[src/rtl/adpll_freq_pd.sv]
module adpll_freq_pd #(
  parameter int CNT_W  = 12,
  parameter int TDC_W  = 8,
  parameter int FRAC_W = 6,
  parameter int ERR_W  = 24,
  parameter int BANK_W = 8,
  parameter int DFR_W  = 8,
  localparam int PH_W   = CNT_W + FRAC_W,
  localparam int TUNE_W = BANK_W + DFR_W
) (
  input  logic                     clk,
  input  logic                     rst_n,
  input  logic                     ref_stb,
  input  logic [CNT_W-1:0]         dco_cnt,
  input  logic [TDC_W-1:0]         tdc_code,
  input  logic [TDC_W-1:0]         tdc_period,
  input  logic [PH_W-1:0]          fcw,
  input  logic [3:0]               kp_shift,
  input  logic [3:0]               ki_shift,
  output logic signed [ERR_W-1:0]  phase_err,
  output logic [TUNE_W-1:0]        tune_word,
  output logic [BANK_W-1:0]        bank_code,
  output logic                     dith_bit,
  output logic [BANK_W:0]          dco_code
);
  localparam int SC_W = TDC_W + FRAC_W;
  localparam int IW   = ERR_W + 2;
  localparam logic [TUNE_W-1:0] MID = TUNE_W'(1) << (TUNE_W - 1);

  logic [SC_W-1:0]          scaled, quot;
  logic [FRAC_W-1:0]        frac;
  logic [PH_W-1:0]          phase_now, phase_prev, meas;
  logic signed [PH_W:0]     ferr;
  logic signed [ERR_W-1:0]  pe_next;
  logic [TUNE_W-1:0]        integ, integ_new, tune_new;
  logic signed [IW-1:0]     i_sum, t_sum;
  logic                     primed;
  logic [DFR_W-1:0]         acc;
  logic [DFR_W:0]           dsum;

  function automatic logic [TUNE_W-1:0] clip(input logic signed [IW-1:0] v);
    if (v < 0) return '0;
    if (v > $signed(IW'({TUNE_W{1'b1}}))) return '1;
    return v[TUNE_W-1:0];
  endfunction

  assign scaled = {tdc_code, FRAC_W'(0)};
  assign quot   = (tdc_period == '0) ? '0 : scaled / SC_W'(tdc_period);
  assign frac   = (tdc_period == '0) ? '0 :
                  (tdc_code >= tdc_period) ? '1 : quot[FRAC_W-1:0];

  assign phase_now = {dco_cnt, frac};
  assign meas      = phase_now - phase_prev;
  assign ferr      = $signed({1'b0, meas}) - $signed({1'b0, fcw});
  assign pe_next   = phase_err + ERR_W'(ferr);

  assign i_sum     = $signed(IW'(integ)) - IW'(pe_next >>> ki_shift);
  assign integ_new = clip(i_sum);
  assign t_sum     = $signed(IW'(integ_new)) - IW'(pe_next >>> kp_shift);
  assign tune_new  = clip(t_sum);

  always_ff @(posedge clk or negedge rst_n) begin
    if (!rst_n) begin
      primed     <= 1'b0;
      phase_prev <= '0;
      phase_err  <= '0;
      integ      <= MID;
      tune_word  <= MID;
    end else if (ref_stb) begin
      primed     <= 1'b1;
      phase_prev <= phase_now;
      if (primed) begin
        phase_err <= pe_next;
        integ     <= integ_new;
        tune_word <= tune_new;
      end
    end
  end

  assign dsum = {1'b0, acc} + {1'b0, tune_word[DFR_W-1:0]};

  always_ff @(posedge clk or negedge rst_n) begin
    if (!rst_n) begin
      acc       <= '0;
      dith_bit  <= 1'b0;
      bank_code <= MID[TUNE_W-1:DFR_W];
    end else begin
      acc       <= dsum[DFR_W-1:0];
      dith_bit  <= dsum[DFR_W];
      bank_code <= tune_word[TUNE_W-1:DFR_W];
    end
  end

  assign dco_code = {1'b0, bank_code} + (BANK_W+1)'(dith_bit);
endmodule

[config.mk]
export PLATFORM = sky130hd
export DESIGN_NAME = adpll_freq_pd
export DESIGN_NICKNAME = d
export VERILOG_FILES = /design/src/rtl/adpll_freq_pd.sv
export SDC_FILE = /design/constraint.sdc
export NUM_CORES = 1
export LEC_CHECK = 0
export BUFFER_PORTS_ARGS = -buffer_cell sky130_fd_sc_hd__buf_2
export CORE_MARGIN = 8
export CORE_UTILIZATION = 40
export CTS_BUF_LIST = sky130_fd_sc_hd__clkbuf_4 sky130_fd_sc_hd__clkbuf_8
export CTS_CLUSTER_DIAMETER = 200
export DETAILED_ROUTE_END_ITERATION = 8
export GPL_ROUTABILITY_DRIVEN = 0
export RECOVER_POWER = 25
export SETUP_SLACK_MARGIN = 0.4
export SLEW_MARGIN = 20
export SYNTH_ARGS = -nofsm -noshare
export SYNTH_HDL_FRONTEND = slang
export SYNTH_SLANG_ARGS = --single-unit
[constraint.sdc]
create_clock -name clk -period 38.8 [get_ports clk]
set_input_delay 5.82 -clock clk [delete_from_list [all_inputs] [get_ports clk]]
set_output_delay 5.82 -clock clk [all_outputs]
set_load 0.05 [all_outputs]
==> impl_metrics.csv, run 1 <==
group,metric,value,unit
run_status,status,"complete, but fails checks",
run_status,violations,"capacitance limit, slew limit",
routing,drc,0,
die,fp.dieW,210,um
routing,wl,56900,um
logic_synthesis,synth_edf_count,0,
logic_synthesis,synth.net_count,2263,
timing,finalHoldViolCount,0,
logic_synthesis,synth-simple-area-share,0.194,
place,dp_slack,-1110,ps
finish,final_nets,2825,
critical_path,startpoint_type,"input pin",
min_path,whs_path_depth,0,
routing,viasPerCell,5.75,
logic_synthesis,synthAdderAreaFrac,0.165,
critical_path,crit_path_frequent_cell,"buf_4",
logic_synthesis,synth_area,0.0151,mm2
cts,clock_latency,400,ps
global_routing,track_usage,0.236,
die,design.portCount,115,
routing,postRouteAntennaNets,0,
timing,period_needed,38520,ps
cts,cts-htree-levels,3,
logic_synthesis,synth_area_leaders,"ha_1 16%, dfrtp_1 15%, o21ai_0 5.5%",
die,die-area,0.0441,mm2
place,portBuffers,114,
logic_synthesis,seq_area_frac_synth,0.153,
timing,period_share,0.993,
logic_synthesis,synth_largest_area_cell,"ha_1",
critical_path,critPathMaxStageDelay,500,ps
timing,max_freq,0.0260,GHz
critical_path,cp-endpoint,"tune_word[7]$_DFFE_PN0P_",
logic_synthesis,synth.avg_cell_area,7.49,um2
die,core-area,0.0374,mm2
place,dpl.hpwl,41900,um
critical_path,cp.required,39080,ps
routing,via_count,17772,
critical_path,reg2reg_depth,64,
routing,drtIter0Drc,1483,
cts,numClockSinks,92,
cts,cts_buffers,9,
critical_path,worstSetupEndpointType,"flop",
critical_path,r2r_setup_slack,26430,ps
global_routing,grt_start_max_net_pins,63,
die,initial_core_util,0.403,
die,row_count,71,
timing,finalSetupViolCount,0,
logic_synthesis,synth_top_area_frac,0.155,
cts,root_buffer,"clkbuf_8",
logic_synthesis,synth_mux_area_frac,0.0696,
place,place_area,0.0192,mm2
logic_synthesis,ys_dominant_reg_cell,"dfrtp_1",
die,die_h,210,um
logic_synthesis,yosys_warnings,0,
cts,clkTransAtPathRegs,100,ps
logic_synthesis,synth_xor_area_frac,0.0605,
timing,slew_viol_final,32,
finish,drive_above_1_share,0.386,
logic_synthesis,synthArstFlopShare,1.00,
critical_path,critPathArrivalTime,38800,ps
timing,worst_pin_slew,1880,ps
critical_path,crit_type,"input pin to flop",
timing,rsz0062_at_grt,"true",
critical_path,crit_start,"tdc_period[7]",
logic_synthesis,synth_top_family_by_area,"compound AO/OA/AOI/OAI gates",
finish,area_delta_synth_final,44.8,%
timing,relSlewSlack,-0.251,
routing,routedWlPerCell,18.4,um
min_path,hp-start,"tune_word[15]$_DFFE_PN1P_",
global_routing,grt_pass1_vias,16663,
critical_path,worst_r2r_endpoint,"tune_word[7]$_DFFE_PN0P_",
logic_synthesis,synthDistinctLibCells,94,
routing,dr.pass1.iters,5,
timing,fin_skew,15.5,ps
cts,clock_path_buffers,2,
global_routing,grt_pass1_wl,86200,um
logic_synthesis,syn_inst,2012,
finish,layout.cell_area.non_filler,0.0218,mm2
cts,cts_tree,"done",
global_routing,antenna_found_initial,1,
run,maxCapViolCount,1,
global_routing,grt_overflow,0,
critical_path,critPathSlowestCell,"mux4_2",
logic_synthesis,ys_ff_latch,92,
critical_path,timing.rr.start,"phase_prev[0]$_DFFE_PN0P_",
critical_path,crit_fanout,8,
timing,setup_slack,282,ps
logic_synthesis,synth_compound_area_frac,0.310,
min_path,hold_class,"flop to flop",
==> synthesized netlist by cell type, drive strengths merged, types with 9 or more instances <==
master,instances
o211ai,26
o221a,19
xnor2,69
inv,119
nor3,60
nor2b,26
a21o,56
o31ai,17
a21oi,161
ha,187
buf,17
mux2,38
or3,15
o21a,44
nand3,38
a21boi,34
clkbuf,56
nand4,9
a211oi,29
dfrtp,89
o21bai,19
o2111ai,9
xor2,35
and3,12
nor4,10
nand2,195
nand2b,22
nor2,212
mux2i,56
o21ai,175
a31oi,22
or2,10
==> logic make-up (layout without fill, tap and decap cells) <==
kind of cell               after synthesis  count (layout)
AOI/OAI and AO/OA                      697             698
xor gates and xnor gates               104             104
adders and majority gates              194             194
buffers and inverters                  194             760
DFF                                     92              92
muxes                                   96              96
other                                    0               1
and+or+nand+nor                        635             635
==> sequential cells by signal (all words and copies together), names as in the netlist <==
name        cells
bank_code       8
integ          16
primed          1
tune_word      16
acc             8
phase_err      24
phase_prev     18
dith_bit        1
==> cell type report <==
cell class              instances  area, um2
inverters                     121        463
repair buffers                623       4480
fillers                      3287      15600
multi-input cells            1727      13700
clock inverters                 7       66.3
diodes                          1       2.50
flip-flops and latches         92       2310
well taps                     511        639
clock buffers                   9        124
==> stage by stage <==
step	util	TNS [ps]	std cells	hold slack [ps]
5_1_grt	0.583	-17840	3091	404
3_5_place_dp	0.514	-17520	2962	379
6_report	0.583	0	3091	396
3_3_place_gp	0.514	-4090	2962	376
2_1_floorplan	-	0	2012	443
4_1_cts	0.541	0	3032	394
==> layer usage <==
metal	vias up	track usage	routed length [um]
li1	8530	-	-
met3	111	0.0419	4160
met2	647	0.365	25100
met4	0	0.0598	1560
met1	8484	0.335	26100
met5	-	0	0
==> timing repair <==
action | CTS | global route
gates resized for setup | 105 | 260
pin swaps | 92 | 180
cloned | 2 | 0
hold buffers | 0 | 0
setup buffers | 52 | 58
setup endpoints to repair | 16 | 30
==> worst min-delay path by stage <==
stage	endpoint	slack (ps)
3_5_place_dp	bank_code[7]$_DFF_PN1_	380
5_1_grt	bank_code[7]$_DFF_PN1_	400
3_3_place_gp	bank_code[7]$_DFF_PN1_	380
4_1_cts	bank_code[7]$_DFF_PN1_	390
2_1_floorplan	acc[0]$_DFF_PN0_	440
6_report	bank_code[7]$_DFF_PN1_	400
==> worst max-delay path, delay by kind of cell <==
kind                     cells  cell delay [ps]
buffers and inverters       36             4570
multiplexers                 7             1950
XOR/XNOR                     2              180
AO/OA/AOI/OAI               85            15240
adder cells (fa/ha/maj)     18             4890
AND/OR/NAND/NOR             38             6000
==> placed cells by master, fill, tap and decap left out, drive strengths merged, types with 26 or more instances in the layout <==
master    n
dfrtp    89
nor2    212
mux2i    56
inv     124
o211ai   26
xnor2    69
a21oi   161
mux2     38
nor2b    26
nand3    38
xor2     35
buf     622
a21o     56
ha      187
o21a     44
a21boi   34
a211oi   29
nor3     60
nand2   195
o21ai   175
Power of run 1 is not shown: default switching activity piles up to over one toggle a cycle in this logic, so the estimate is an artifact.
==> inputs of run 2 (changes only) <==
--- a/config.mk
+++ b/config.mk
@@ -13,4 +13,5 @@
 export DETAILED_ROUTE_END_ITERATION = 8
 export GPL_ROUTABILITY_DRIVEN = 0
+export GPL_TIMING_DRIVEN = 0
 export RECOVER_POWER = 25
 export SETUP_SLACK_MARGIN = 0.4
==> constraint.sdc (replaced) <==
create_clock -name clk -period 38.8 [get_ports clk]
set_input_delay 5.82 -clock clk [delete_from_list [all_inputs] [get_ports clk]]
set_output_delay 5.82 -clock clk [all_outputs]
set_load 0.02 [all_outputs]
==> run 2 against run 1 <==
The flow finishes with violations (capacitance limit, slew limit, setup timing). Routed wire length rose by 0.12%. Register-to-register slack got worse by 580 ps. Worst hold slack improved by 20 ps. Worst setup slack got worse by 1100 ps. Core utilization fell by 1.8 points. Global-route usage rose by 0.39 points. Clock skew rose by 14 ps.
==> impl_metrics.csv, run 2 (synthesis results as in run 1) <==
group,metric,value,unit
run_status,status,"complete, but fails checks",
run_status,violations,"capacitance limit, slew limit, setup timing",
routing,drc,0,
die,die-area,0.0441,mm2
critical_path,cp.required,39090,ps
critical_path,startpoint_type,"input pin",
routing,dr.pass1.iters,6,
die,initial_core_util,0.403,
routing,postRouteAntennaNets,0,
global_routing,grt_start_max_net_pins,71,
critical_path,crit_type,"input pin to flop",
critical_path,crit_fanout,16,
finish,drive_above_1_share,0.341,
global_routing,antenna_found_initial,2,
timing,period_share,1.02,
timing,setup_slack,-782,ps
finish,nFillCells,3322,
place,portBuffers,109,
timing,relSlewSlack,-1.61,
place,dpl.hpwl,39000,um
cts,cts_buffers,9,
critical_path,critPathMaxStageDelay,470,ps
cts,clock_path_buffers,2,
timing,hold_ws,416,ps
finish,area_delta_synth_final,40.3,%
critical_path,reg2reg_depth,74,
finish,layout.cell_area.non_filler,0.0211,mm2
timing,finalHoldViolCount,0,
cts,clock_latency,420,ps
die,fp.dieW,210,um
timing,finalSetupViolCount,16,
critical_path,worstSetupEndpointType,"flop",
die,die_h,210,um
finish,reg.largest.list,"phase_err (24), phase_prev (18)",
global_routing,grt_pass1_vias,16502,
routing,dr.max_layer_used,"met5",
min_path,whs_path_depth,0,
critical_path,cp_num_buf_inv,22,
critical_path,critPathSlowestCell,"a2111o_1",
critical_path,r2r_setup_slack,25850,ps
finish,ff_latch_area,0.00231,mm2
finish,final_nets,2680,
die,core-area,0.0374,mm2
global_routing,track_usage,0.240,
routing,wl_met3,4370,um
cts,clkTransAtPathRegs,110,ps
critical_path,critPathArrivalTime,39870,ps
timing,max_freq,0.0253,GHz
cts,hold_buffers,0,
routing,via_count,17436,
die,design.portCount,115,
critical_path,crit_start,"tdc_period[0]",
routing,wl_met2,25200,um
min_path,hp-start,"tune_word[15]$_DFFE_PN1P_",
timing,rsz0062_at_grt,"true",
global_routing,grt_pass1_wl,87300,um
cts,root_buffer,"clkbuf_8",
place,place_area,0.0166,mm2
timing,fin_skew,29.7,ps
min_path,hold_path_end,"bank_code[7]$_DFF_PN1_",
finish,layout_commonest_cell,"buf_4",
min_path,hold_class,"flop to flop",
routing,viasPerCell,5.92,
critical_path,timing.rr.start,"phase_prev[1]$_DFFE_PN0P_",
critical_path,path_delay_family,"compound AO/OA/AOI/OAI gates",
global_routing,grt_overflow,0,
critical_path,worst_r2r_endpoint,"tune_word[6]$_DFFE_PN0P_",
finish,final_cell_mix,"288 x buf_4, 191 x nor2_1, 177 x nand2_1",
timing,slew_viol_final,71,
finish,top_register,"phase_err",
finish,largest_register_ffs,24,
critical_path,crit_path_frequent_cell,"a21oi_2",
routing,drtIter0Drc,1459,
cts,numClockSinks,92,
cts,cts-htree-levels,3,
timing,period_needed,39580,ps
run,maxCapViolCount,1,
finish,multi_input_area,0.0143,mm2
cts,cts_tree,"done",
die,row_count,71,
timing,worst_pin_slew,3920,ps
routing,met1Wirelength,25600,um
routing,wl,57000,um
routing,routedWlPerCell,19.3,um
## run 2: changes by cell type in the layout (fill, tap and decap cells not counted), moves of 9 or more
| cell | change |
|---|---|
| o221a_2 | -13 |
| buf_4 | -203 |
| clkbuf_1 | +44 |
| o21ai_1 | -9 |
| buf_1 | +10 |
| o221a_4 | +13 |
## run 2: metrics by stage
| step | setup slack (ps) | setup TNS [ps] | util | instances |
|---|---|---|---|---|
| global placement | -5610 | -117190 | 0.442 | 2632 |
| finish | -782 | -11690 | 0.565 | 2946 |
| CTS | -131 | -1440 | 0.528 | 2864 |
| floorplan | 410 | 0 | - | 2012 |
| detailed placement | -5900 | -125710 | 0.443 | 2633 |
| global route | -2050 | -31940 | 0.565 | 2946 |
## run 2: worst max-delay path by stage
stage | end | slack (ps) | depth (start not counted)
after floorplan | tune_word[10]$_DFFE_PN0P_ | 410 | 185
after global placement | tune_word[11]$_DFFE_PN0P_ | -5610 | 181
after detailed placement | tune_word[9]$_DFFE_PN0P_ | -5900 | 182
after CTS | tune_word[0]$_DFFE_PN0P_ | -130 | 189
after global routing | tune_word[6]$_DFFE_PN0P_ | -2050 | 185
final | tune_word[6]$_DFFE_PN0P_ | -780 | 190
## run 2: timing repair
action                                  in CTS  in global routing
pin swaps                                  182                199
gates resized for setup                    299                177
cloned                                       2                  0
endpoints found under the setup margin      32                 32
buffers inserted                           213                 81
## run 2: area by class of cell
cell class	count	area share
multi-input cells	1726	0.675
repair buffers	406	0.134
flip-flops and latches	92	0.109
well taps	511	0.0303
inverters	121	0.0230
plain buffers	73	0.0197
clock buffers	9	0.00586
clock inverters	7	0.00332
diodes	1	0.000118
## run 2: routing by layer
layer / up-vias / global-route usage
met5: - / 0
met4: 2 / 0.0712
met3: 134 / 0.0364
met2: 722 / 0.372
met1: 8334 / 0.340
li1: 8244 / -
Power of run 2 is left out for the same reason.
==> inputs of run 3 (changes only) <==
- CELL_PAD_IN_SITES_DETAIL_PLACEMENT: default -> 1
- CELL_PAD_IN_SITES_GLOBAL_PLACEMENT: default -> 2
- PLACE_DENSITY_LB_ADDON: default -> 0.1
==> run 3 against run 2 <==
The flow still finishes with violations (capacitance limit, slew limit, setup timing). First-iteration DRC count fell by 29%. Worst hold slack gained 28 ps. Clock skew fell by 7.9 ps. Die area is the same. Register-to-register slack worse by 100 ps. Critical path depth is 4 higher. Global-route usage grew 2.6 points. Non-clock buffer count fell by 16. Routed wire length is 14% higher. Critical endpoint is now tune_word[11]$_DFFE_PN0P_.
==> impl_metrics.csv, run 3 (synthesis results as in run 1) <==
group,metric,value,unit
global_routing,grt_pass1_vias,17899,
cts,clkTransAtPathRegs,110,ps
die,die-area,0.0441,mm2
timing,max_freq,0.0250,GHz
routing,wl,64900,um
global_routing,track_usage,0.266,
global_routing,antenna_found_initial,0,
cts,cts_tree,"done",
run_status,violations,"capacitance limit, slew limit, setup timing",
routing,drtIter0Drc,1033,
die,core-area,0.0374,mm2
run,maxCapViolCount,2,
critical_path,critPathArrivalTime,40340,ps
timing,tns,-18610,ps
finish,top_register,"phase_err",
die,initial_core_util,0.403,
critical_path,crit_type,"input pin to flop",
timing,period_needed,40030,ps
critical_path,timing.rr.start,"phase_prev[1]$_DFFE_PN0P_",
global_routing,grt_overflow,0,
cts,cts_buffers,9,
routing,dr.pass1.iters,5,
cts,root_buffer,"clkbuf_8",
die,fp.dieW,210,um
global_routing,grt_start_max_net_pins,60,
die,design.portCount,115,
finish,drive_above_1_share,0.349,
finish,largest_register_ffs,24,
finish,final_nets,2664,
place,dp_slack,-7270,ps
critical_path,cp.required,39110,ps
finish,final_cell_mix,"265 x buf_4, 191 x nor2_1, 177 x nand2_1",
die,row_count,71,
cts,cts-htree-levels,3,
cts,clock_path_buffers,2,
routing,routedWlPerCell,22.2,um
finish,antennaDiodeCount,0,
finish,layout_commonest_cell,"buf_4",
place,portBuffers,109,
routing,via_count,17478,
timing,slew_viol_final,95,
routing,viasPerCell,5.97,
timing,finalHoldViolCount,0,
cts,hold_buffers,0,
min_path,hold_class,"flop to flop",
timing,period_share,1.03,
critical_path,critPathMaxStageDelay,480,ps
global_routing,grt_pass1_wl,96500,um
timing,rsz0062_at_grt,"true",
critical_path,critPathSlowestCell,"a2111o_1",
timing,relSlewSlack,-1.27,
critical_path,worst_r2r_endpoint,"tune_word[11]$_DFFE_PN0P_",
finish,reg.largest.list,"phase_err (24), phase_prev (18)",
finish,area_delta_synth_final,40.4,%
timing,finalSetupViolCount,16,
critical_path,crit_fanout,7,
timing,worst_pin_slew,3400,ps
finish,nFillCells,4560,
critical_path,reg2reg_depth,72,
critical_path,crit_start,"tdc_period[7]",
run_status,status,"complete, but fails checks",
cts,numClockSinks,92,
critical_path,crit_path_frequent_cell,"buf_4",
routing,postRouteAntennaNets,0,
cts,clock_latency,430,ps
finish,ff_latch_area,0.00231,mm2
critical_path,worstSetupEndpointType,"flop",
routing,drc,0,
finish,multi_input_area,0.0144,mm2
min_path,hold_path_end,"bank_code[3]$_DFF_PN0_",
min_path,whs_path_depth,0,
die,die_h,210,um
place,dpl.hpwl,43400,um
timing,fin_skew,21.7,ps
min_path,hp-start,"tune_word[11]$_DFFE_PN0P_",
timing,setup_slack,-1230,ps
critical_path,startpoint_type,"input pin",
critical_path,r2r_setup_slack,25750,ps
==> run 3: cell count changes in the layout (fill, tap and decap cells not counted), moves of 5 or more <==
cell,delta
o21ai_2,+12
buf_6,+5
a21boi_2,+8
buf_4,-23
o21ai_1,-10
ha_2,+6
xnor2_2,-5
==> run 3: worst max-delay path: cells and delay by family <==
| kind | cells | cell delay [ps] |
|---|---|---|
| XOR/XNOR | 2 | 350 |
| adder cells (fa/ha/maj) | 20 | 5290 |
| buffers and inverters | 31 | 3820 |
| AO/OA/AOI/OAI | 97 | 17680 |
| AND/OR/NAND/NOR | 38 | 5690 |
| multiplexers | 6 | 1600 |
==> run 3: metal layers <==
metal | up-vias | global-route usage | part of all wire
met5 | - | 0 | 0
met4 | 0 | 0.0561 | 0.022
met3 | 108 | 0.0370 | 0.043
met2 | 478 | 0.459 | 0.48
met1 | 8705 | 0.351 | 0.45
li1 | 8187 | - | -
==> run 3: through the flow <==
stage	std cells	utilization	hold slack (ps)	area (um2)
floorplan	2012	-	407	15300
global placement	2632	0.442	385	16500
detailed placement	2633	0.443	383	16600
CTS	2844	0.525	425	19600
global route	2929	0.565	456	21100
finish	2929	0.565	444	21100
==> run 3: how the worst max path moves through the flow <==
stage / to / slack, ps / cells past startpoint
CTS: tune_word[11]$_DFFE_PN0P_ / -690 / 188
floorplan: tune_word[10]$_DFFE_PN0P_ / 410 / 185
global placement: tune_word[5]$_DFFE_PN0P_ / -6420 / 178
detailed placement: tune_word[14]$_DFFE_PN0P_ / -7270 / 178
global route: tune_word[11]$_DFFE_PN0P_ / -2550 / 197
finish: tune_word[11]$_DFFE_PN0P_ / -1230 / 194
==> run 3: repair_timing <==
action                                  4_1_cts  5_1_grt
gates resized for setup                     312      214
gates cloned                                  3        0
pin swaps                                   172      174
setup buffers                               192       85
endpoints found under the setup margin       32       32
==> run 3: final cells by class <==
type / count / share of cell area
flip-flops and latches: 92 / 0.109
plain buffers: 73 / 0.0199
well taps: 511 / 0.0302
clock inverters: 7 / 0.00349
clock buffers: 9 / 0.00586
inverters: 121 / 0.0230
repair buffers: 390 / 0.130
multi-input cells: 1726 / 0.679
Power of run 3 is left out for the same reason.
